File: src/rtl/srx_pkg.sv
package srx_pkg;
  localparam int DATA_W     = 8;
  localparam int BUF_W      = 16;
  localparam int SYNC_DEPTH = 2;

  typedef struct packed {
    logic irqsel;
    logic phase;
  } srx_mode_t;

  typedef struct packed {
    logic ack;
    logic nack;
    logic rx;
    logic tx;
    logic dma;
  } srx_strobe_t;
endpackage

File: src/rtl/srx_sync.sv
module srx_sync #(
  parameter int              WIDTH     = 2,
  parameter int              STAGES    = 2,
  parameter logic [WIDTH-1:0] RESET_VAL = '1
) (
  input  logic             clk,
  input  logic             rst,
  input  logic [WIDTH-1:0] d,
  output logic [WIDTH-1:0] q
);
  logic [WIDTH-1:0] stg [STAGES];

  always_ff @(posedge clk) begin
    if (rst) stg[0] <= RESET_VAL;
    else     stg[0] <= d;
  end

  for (genvar k = 1; k < STAGES; k++) begin : g_stage
    always_ff @(posedge clk) begin
      if (rst) stg[k] <= RESET_VAL;
      else     stg[k] <= stg[k-1];
    end
  end

  assign q = stg[STAGES-1];
endmodule

File: src/rtl/srx_shifter.sv
module srx_shifter #(
  parameter int DATA_W = 8
) (
  input  logic              clk,
  input  logic              rst,
  input  logic              restart,
  input  logic              scl,
  input  logic              sda,
  output logic              byte_done,
  output logic              frame_done,
  output logic [DATA_W-1:0] byte_word,
  output logic [DATA_W-1:0] held_word,
  output logic              ack_bit
);
  localparam int FRAME_BITS = DATA_W + 1;
  localparam int CNT_W      = $clog2(FRAME_BITS + 1);
  localparam logic [CNT_W-1:0] LAST_DATA = CNT_W'(DATA_W - 1);
  localparam logic [CNT_W-1:0] LAST_BIT  = CNT_W'(DATA_W);

  logic              scl_q;
  logic              rise;
  logic [CNT_W-1:0]  cnt;
  logic [DATA_W-1:0] shreg;

  assign rise = scl & ~scl_q;

  always_ff @(posedge clk) begin
    if (rst) begin
      scl_q <= 1'b1;
      cnt   <= '0;
      shreg <= '0;
    end else begin
      scl_q <= scl;
      if (rise) shreg <= {shreg[DATA_W-2:0], sda};
      if (restart)                       cnt <= '0;
      else if (rise && cnt == LAST_BIT)  cnt <= '0;
      else if (rise)                     cnt <= cnt + 1'b1;
    end
  end

  assign byte_done  = rise & ~restart & (cnt == LAST_DATA);
  assign frame_done = rise & ~restart & (cnt == LAST_BIT);
  assign byte_word  = {shreg[DATA_W-2:0], sda};
  assign held_word  = shreg;
  assign ack_bit    = sda;

  AST_CNT_BOUND: assert property (@(posedge clk) disable iff (rst)
    cnt <= LAST_BIT);
  AST_RESTART_CLEARS: assert property (@(posedge clk) disable iff (rst)
    restart |=> (cnt == '0));
endmodule

File: src/rtl/srx_rbuf.sv
module srx_rbuf
  import srx_pkg::*;
#(
  parameter int DATA_W = 8,
  parameter int BUF_W  = 16
) (
  input  logic              clk,
  input  logic              rst,
  input  srx_mode_t         mode,
  input  logic              byte_done,
  input  logic              frame_done,
  input  logic [DATA_W-1:0] byte_word,
  input  logic [DATA_W-1:0] held_word,
  input  logic              ack_bit,
  output logic [BUF_W-1:0]  rbuf,
  output srx_strobe_t       strobe
);
  localparam int LAYOUT_W = DATA_W + 1;

  logic [LAYOUT_W-1:0] plain_img;
  logic [LAYOUT_W-1:0] rot_img;

  // plain: ack on top, byte below; rotated: lsb on top, remaining bits, zero
  assign plain_img = {ack_bit, held_word};
  assign rot_img   = {byte_word[0], byte_word[DATA_W-1:1], 1'b0};

  always_ff @(posedge clk) begin
    if (rst) begin
      rbuf   <= '0;
      strobe <= '0;
    end else begin
      strobe <= '0;
      if (byte_done && mode.irqsel) begin
        rbuf       <= BUF_W'(rot_img);
        strobe.rx  <= 1'b1;
        strobe.dma <= 1'b1;
      end
      if (frame_done) begin
        if (!mode.irqsel) begin
          rbuf        <= BUF_W'(plain_img);
          strobe.ack  <= ~ack_bit;
          strobe.nack <= ack_bit;
          strobe.dma  <= ~ack_bit;
        end else begin
          strobe.tx <= 1'b1;
          if (mode.phase) rbuf <= BUF_W'(plain_img);
        end
      end
    end
  end

  AST_UPPER_ZERO: assert property (@(posedge clk) disable iff (rst)
    rbuf[BUF_W-1:LAYOUT_W] == '0);
  AST_ONE_STROBE: assert property (@(posedge clk) disable iff (rst)
    $onehot0({strobe.ack, strobe.nack, strobe.rx, strobe.tx}));
  AST_ACK_PULSE: assert property (@(posedge clk) disable iff (rst)
    strobe.ack |=> !strobe.ack);
  AST_RX_PULSE: assert property (@(posedge clk) disable iff (rst)
    strobe.rx |=> !strobe.rx);
  AST_NACK_NO_DMA: assert property (@(posedge clk) disable iff (rst)
    strobe.nack |-> !strobe.dma);
  AST_DMA_SOURCE: assert property (@(posedge clk) disable iff (rst)
    strobe.dma |-> (strobe.ack || strobe.rx));
  AST_TX_MODE: assert property (@(posedge clk) disable iff (rst)
    strobe.tx |-> $past(mode.irqsel));
  AST_HOLD_NO_PHASE: assert property (@(posedge clk) disable iff (rst)
    (strobe.tx && !$past(mode.phase)) |-> $stable(rbuf));
endmodule

File: src/rtl/srx_capture.sv
module srx_capture
  import srx_pkg::*;
#(
  parameter int DW    = DATA_W,
  parameter int BW    = BUF_W,
  parameter int SYNCN = SYNC_DEPTH
) (
  input  logic          clk,
  input  logic          rst,
  input  logic          scl_in,
  input  logic          sda_in,
  input  logic          frame_restart,
  input  logic          mode_irqsel,
  input  logic          mode_phase,
  output logic [BW-1:0] rbuf_data,
  output logic          ack_irq,
  output logic          nack_irq,
  output logic          rx_irq,
  output logic          tx_irq,
  output logic          dma_req
);
  logic [1:0]    line_sync;
  logic          byte_done, frame_done, ack_bit;
  logic [DW-1:0] byte_word, held_word;
  srx_mode_t     mode;
  srx_strobe_t   strobe;

  assign mode.irqsel = mode_irqsel;
  assign mode.phase  = mode_phase;

  srx_sync #(.WIDTH(2), .STAGES(SYNCN), .RESET_VAL(2'b11)) u_sync (
    .clk (clk),
    .rst (rst),
    .d   ({scl_in, sda_in}),
    .q   (line_sync)
  );

  srx_shifter #(.DATA_W(DW)) u_shift (
    .clk        (clk),
    .rst        (rst),
    .restart    (frame_restart),
    .scl        (line_sync[1]),
    .sda        (line_sync[0]),
    .byte_done  (byte_done),
    .frame_done (frame_done),
    .byte_word  (byte_word),
    .held_word  (held_word),
    .ack_bit    (ack_bit)
  );

  srx_rbuf #(.DATA_W(DW), .BUF_W(BW)) u_rbuf (
    .clk        (clk),
    .rst        (rst),
    .mode       (mode),
    .byte_done  (byte_done),
    .frame_done (frame_done),
    .byte_word  (byte_word),
    .held_word  (held_word),
    .ack_bit    (ack_bit),
    .rbuf       (rbuf_data),
    .strobe     (strobe)
  );

  assign ack_irq  = strobe.ack;
  assign nack_irq = strobe.nack;
  assign rx_irq   = strobe.rx;
  assign tx_irq   = strobe.tx;
  assign dma_req  = strobe.dma;
endmodule

File: config.mk
export PLATFORM = sky130hd
export DESIGN_NAME = srx_capture
export DESIGN_NICKNAME = d
export VERILOG_FILES = /design/src/rtl/srx_pkg.sv /design/src/rtl/srx_sync.sv /design/src/rtl/srx_shifter.sv /design/src/rtl/srx_rbuf.sv /design/src/rtl/srx_capture.sv
export SDC_FILE = /design/constraint.sdc
export NUM_CORES = 1
export LEC_CHECK = 0
export CORE_AREA = 2 2 65 55
export CTS_CLUSTER_DIAMETER = 120
export DETAILED_ROUTE_END_ITERATION = 8
export DIE_AREA = 0 0 67 57
export GPL_ROUTABILITY_DRIVEN = 1
export PLACE_DENSITY = 0.78
export REMOVE_ABC_BUFFERS = 1
export SLEW_MARGIN = 20
export SYNTH_ARGS = -nofsm -noshare
export SYNTH_HDL_FRONTEND = slang
export SYNTH_HIERARCHICAL = 1
export SYNTH_SLANG_ARGS = --single-unit
File: constraint.sdc
create_clock -name clk -period 2.92 [get_ports clk]
set_clock_uncertainty 0.1 [all_clocks]
set_input_delay 0.438 -clock clk [delete_from_list [all_inputs] [get_ports clk]]
set_output_delay 0.438 -clock clk [all_outputs]
set_load 0.03 [all_outputs]
After elaboration in Yosys (flattened, before gate mapping)
Memories as Yosys holds them, arrays and structs flattened.
Cells that the tools add are included.
{ "op_classes": {"eq_ne": 2, "muxes": 13, "bitwise": 10, "n_reduce_logical": 5, "add_sub_neg": 1} }
{ "ops": {"columns": ["operator", "n"], "rows": [
  ["two-way mux 16 bit", 4],
  ["two-way mux 1 bit", 7],
  ["OR reduction 3 bit", 2],
  ["adder 4 x 1 -> 4 bit, second input constant", 1],
  ["bitwise AND 1 bit", 4],
  ["== test 4 x 3 -> 1 bit, second input constant", 1],
  ["== test 4 bit, second input constant", 1],
  ["two-way mux 2 bit", 2],
  ["inverter 1 bit", 4],
  ["logical AND 1 bit", 2],
  ["bitwise OR 1 bit", 2],
  ["OR reduction 2 bit", 1]
]} }
{ "totals": {"mem_count": 1, "in_bits": 7, "out_inout_bits": 21, "ff_bits": 34, "ram_bits": 4, "elab_cells": 41} }
{ "memory_table": {"columns": ["memory", "words", "width", "read_ports", "rd_ports_with_merged_regs", "write_ports", "line_no", "rtl"], "rows": [
  ["u_sync.stg", 2, 2, 2, 0, 2, "srx_sync.sv:11", "logic [WIDTH-1:0] stg [STAGES];"]
]} }

Longest topological paths before layout
{ "depth": {"word_depth": 9, "mapped_depth": 8, "ltp_nobuf": 6} }

By module
Netlist, hierarchy kept.
{ "modules_own_cells": {"columns": ["mod", "cells_per_inst", "instances", "area_per_inst_um2", "seq_area_each_um2"], "rows": [
  ["srx_rbuf", 79, 1, 844.6, 420.4],
  ["srx_shifter", 74, 1, 593.1, 260.2],
  ["srx_sync", 8, 1, 105.1, 80.1]
]} }

Worst setup path after synthesis
Ideal clock, no wire load.
{ "synth_timing": {"path_kind": "reg-to-reg", "start": "reg u_shift.scl_q", "end": "reg u_rbuf.rbuf[0]", "n_path_buf": 3, "setup_ns": 0.070, "required_time_ns": 2.750, "arrival_time_ns": 1.857, "slack_ns": 0.893, "path_stages_with_launch": 8, "period_less_slack_ns": 2.027, "cell_sequence": "dfxtp_1 > nand2b_1 > buf_2 > nor4_1 > buf_2 > buf_2 > nand3_1 > a21oi_1"} }
{ "synth_between": {"elab_cells_between_ends": 10, "cone_classes": "mux: 4; bitwise: 5; reduce/logical: 1"} }
{ "synth_rtl": {"columns": ["item", "line_no", "rtl"], "rows": [
  ["start, declared", "srx_shifter.sv:20", "logic scl_q;"],
  ["start signal, assigned", "srx_shifter.sv:33", "scl_q <= scl;"],
  ["inverter 1 bit", "srx_shifter.sv:25", "assign rise = scl & ~scl_q;"],
  ["bitwise AND 1 bit", "srx_shifter.sv:25", null],
  ["bitwise AND 1 bit (2 in a row)", "srx_shifter.sv:42", "assign frame_done = rise & ~restart & (cnt == LAST_BIT);"],
  ["via frame_done", "srx_capture.sv:23", "logic byte_done, frame_done, ack_bit;"],
  ["two-way mux 16 bit", "srx_rbuf.sv:38", "if (frame_done) begin"],
  ["end signal, assigned", "srx_rbuf.sv:34", "rbuf <= BUF_W'(rot_img);"],
  ["end signal, assigned", "srx_rbuf.sv:40", "rbuf <= BUF_W'(plain_img);"],
  ["end signal, assigned", "srx_rbuf.sv:46", "if (mode.phase) rbuf <= BUF_W'(plain_img);"],
  ["end, declared", "srx_rbuf.sv:15", "output logic [BUF_W-1:0] rbuf,"]
]} }
The timed path passes the listed nets, and every way through them passes these cells.
A chain may end at the register's enable or synchronous reset.

Worst setup path in the final report
{ "layout_timing": {"start": "in frame_restart", "end": "reg u_rbuf.rbuf[6]"} }
{ "layout_between": {"elab_chain_cells": 8, "elab_cells_between_ends": 9, "cone_classes": "mux: 4; bitwise: 4; reduce/logical: 1"} }
{ "layout_lines": {"columns": ["item", "line_no", "rtl"], "rows": [
  ["start, declared", "srx_capture.sv:12", "input logic frame_restart,"],
  ["inverter 1 bit (*)", "srx_shifter.sv:41", "assign byte_done = rise & ~restart & (cnt == LAST_DATA);"],
  ["bitwise AND 1 bit (*) (2 in a row)", "srx_shifter.sv:41", null],
  ["via byte_done", "srx_capture.sv:23", null],
  ["logical AND 1 bit (*)", "srx_rbuf.sv:33", "if (byte_done && mode.irqsel) begin"],
  ["two-way mux 16 bit (*)", "srx_rbuf.sv:33", null],
  ["two-way mux 16 bit", "srx_rbuf.sv:46", null],
  ["two-way mux 16 bit", "srx_rbuf.sv:39", "if (!mode.irqsel) begin"],
  ["two-way mux 16 bit (*)", "srx_rbuf.sv:38", null]
]} }
The timed path passes the listed nets; every way through them passes the cells marked *.

==> out/metrics.cfg <==
[pwr]
p_per_area_nw_per_um2=474.3
vdd_drop_max_uv=283.2
p_leak_nw=0.6430

[routing]
ant_nets=0
drt-total-wl_mm=2.742
dr.first_iter.drc_count=78
firstDrtPassIters=4
vias=1145
avgRoutedWirePerCell_um=12.35
drc=0
avgViaCountPerCell=5.158

[min_path]
holdPathStages=1
hold_class=flip-flop to flip-flop

[sta]
slew_headroom_pct=52.78
max_freq_ghz=0.4999
min_period_over_period_pct=68.51
slew_violations=0
worst_pin_slew_ns=0.7061
rsz0062_at_grt=false
setup_violations=0
whs_ns=0.3080
period_needed_ns=2.000
hold_violations=0

[global_routing]
antenna_found_initial=0
grt_use_total_pct=15.79
grt-ovfl-total=0
grt_pass1_vias=1055
grt_pass1_wl_mm=4.540
grt_max_degree=23

[finish]
antenna_cells=0
seqCellArea_um2=760.7
area_growth_pct=19.79
utilization_pct=57.16
layout-drive-gt1-share_pct=8.889
num-nets-final=189
multi_input_area_um2=616.8
fillCellCount=306

[worst_setup_path]
reg2reg_depth=7
arrival_ns=2.03
worstPathRequired_ns=2.95
rrSetupSlack_ns=0.94
start_kind=input pin
crit_fanout=11
end_kind=flip-flop
crit_type=input pin to flip-flop

[clock_network]
cts_resized=0
cts_root_buf=clkbuf_8
cts_buffer_depth=2
htree_num_levels=2
ctsHoldBuffers=0
worstSkewPairLatency_ns=0.28
path_clk_slew_ns=0.07
clock-sinks=38
post-cts-setup-buffers=0
cts_tree=built
cts_buffers=5

[logic_synthesis]
synth_seq_cells=38
syn_area_per_cell_um2=9.582
ys_types=33
synth-edff-count=0
yosysTopAreaCell=dfxtp_1
synth_flop_cell=dfxtp_1
yosysTopAreaCellShare_pct=49.31
synthCells=161
ys_warn_count=6
syn_area_um2=1543
synthTopCellsByArea=dfxtp_1 49%, nand2_1 5.1%, buf_4 4.9%
synth_seq_area_share_pct=49.31
async_flop_share_pct=0

[floorplan]
die_height_um=57
coreArea_um2=3233
start_util_pct=47.72
fp.dieArea_um2=3819
io_pins=28
row_count=19
die_w_um=67

[placed_design]
place_congestion=0.7717
hpwl_mm=1.924
portBuffers=27

[flow_run]
maxCapViolCount=0

[status]
status=finished, final reports clean

==> cell type report <==
type / instances / area share (%)
Inverter: 11 / 2.234
Clock buffer: 7 / 4.130
Multi-Input combinational cell: 93 / 33.38
Tap cell: 42 / 2.844
Sequential cell: 38 / 41.16
Timing Repair Buffer: 31 / 16.25
==> metrics by stage <==
| step | TNS (ns) | setup WS [ns] | instances | area (um^2) | total power [mW] |
|---|---|---|---|---|---|
| after global placement | 0 | 0.7251 | 215 | 1772 | 0.5680 |
| after global routing | 0 | 0.7672 | 222 | 1848 | 0.9190 |
| after floorplan | -2.943 | -0.2601 | 142 | 1413 | 0.5473 |
| after detailed placement | 0 | 0.6264 | 215 | 1772 | 0.5695 |
| after CTS | 0 | 0.9278 | 222 | 1848 | 0.8893 |
| final | 0 | 0.9196 | 222 | 1848 | 0.8766 |
==> path summary, 6_finish.rpt <==
path | from | to
worst min register to register | u_sync/stg[0][1]$_SDFF_PP1_ | u_sync/stg[1][1]$_SDFF_PP1_
worst max-delay path | frame_restart | u_rbuf/rbuf[6]$_SDFF_PP0_
worst max register to register | u_shift/cnt[1]$_SDFFE_PP0P_ | u_rbuf/rbuf[6]$_SDFF_PP0_
worst min-delay path | u_sync/stg[0][1]$_SDFF_PP1_ | u_sync/stg[1][1]$_SDFF_PP1_
==> per-layer routing <==
metal	vias up	track usage (%)	wire, um
li1	585	-	-
met1	530	18.97	1247
met2	28	25.32	1326
met3	2	4.339	140
met4	0	9.038	27
met5	-	0	0
==> cells by family (layout without fill, tap and decap cells) <==
logic type,count (synthesis),in the layout,synth area share (%)
AOI/OAI and AO/OA,32,32,16.55
adders and majority gates,2,2,1.622
buffers and inverters,30,49,11.11
DFF,38,38,49.31
and+or+nand+nor,58,58,20.84
xor gates and xnor gates,1,1,0.5678
==> synthesized netlist by cell type, types with 2 or more instances <==
cell / number
and3_1: 8
a21oi_1: 12
inv_1: 11
or2_1: 4
ha_1: 2
buf_2: 5
clkbuf_1: 2
or2_2: 2
a311oi_1: 8
buf_4: 10
dfxtp_1: 38
nor4b_1: 2
nor2_1: 3
and2_1: 7
a221oi_1: 7
nand2_1: 21
nand2b_1: 2
buf_6: 2
==> report_power, final <==
group          switching, mW  internal, mW
combinational         0.0199        0.0138
sequential           0.00245         0.522
clock                  0.155         0.164
total                  0.177         0.700
==> state kept, by name (all words and copies together), names as in the netlist <==
name / count
u_sync/stg: 4
u_rbuf/strobe: 5
u_rbuf/rbuf: 16
u_shift/cnt: 4
u_shift/scl_q: 1
u_shift/held_word: 8
==> worst max-delay path, cell delays in order <==
cell             delay (ns)
clkdlybuf4s50_1        0.45
nor4b_1                0.32
buf_4                  0.24
nand2_2                0.15
a221oi_1               0.34
a311oi_1               0.09
==> cell usage in the layout, fill, tap and decap left out <==
cell type and n:
nor2_1 3, a221oi_4 1, a311oi_1 8, and3_1 8
nor4b_2 1, xor2_1 1, nand3b_1 1, nor2b_1 1
nand2_1 21, nand2_2 1, or2_2 2, o31ai_1 1
clkbuf_1 2, nor4b_1 2, nand2b_1 2, or3_1 1
a21oi_1 12, a221oi_1 7, nand4b_1 1, nand3_1 1
a221o_1 1, and2_1 7, dfxtp_1 38, and3b_1 1
a221oi_2 1, ha_1 2, clkbuf_8 5, nor4_2 1
buf_4 4, clkdlybuf4s50_1 27, or2_1 4, o21ai_0 1
inv_1 11
No activity file was read; power rests on OpenSTA's default activity.
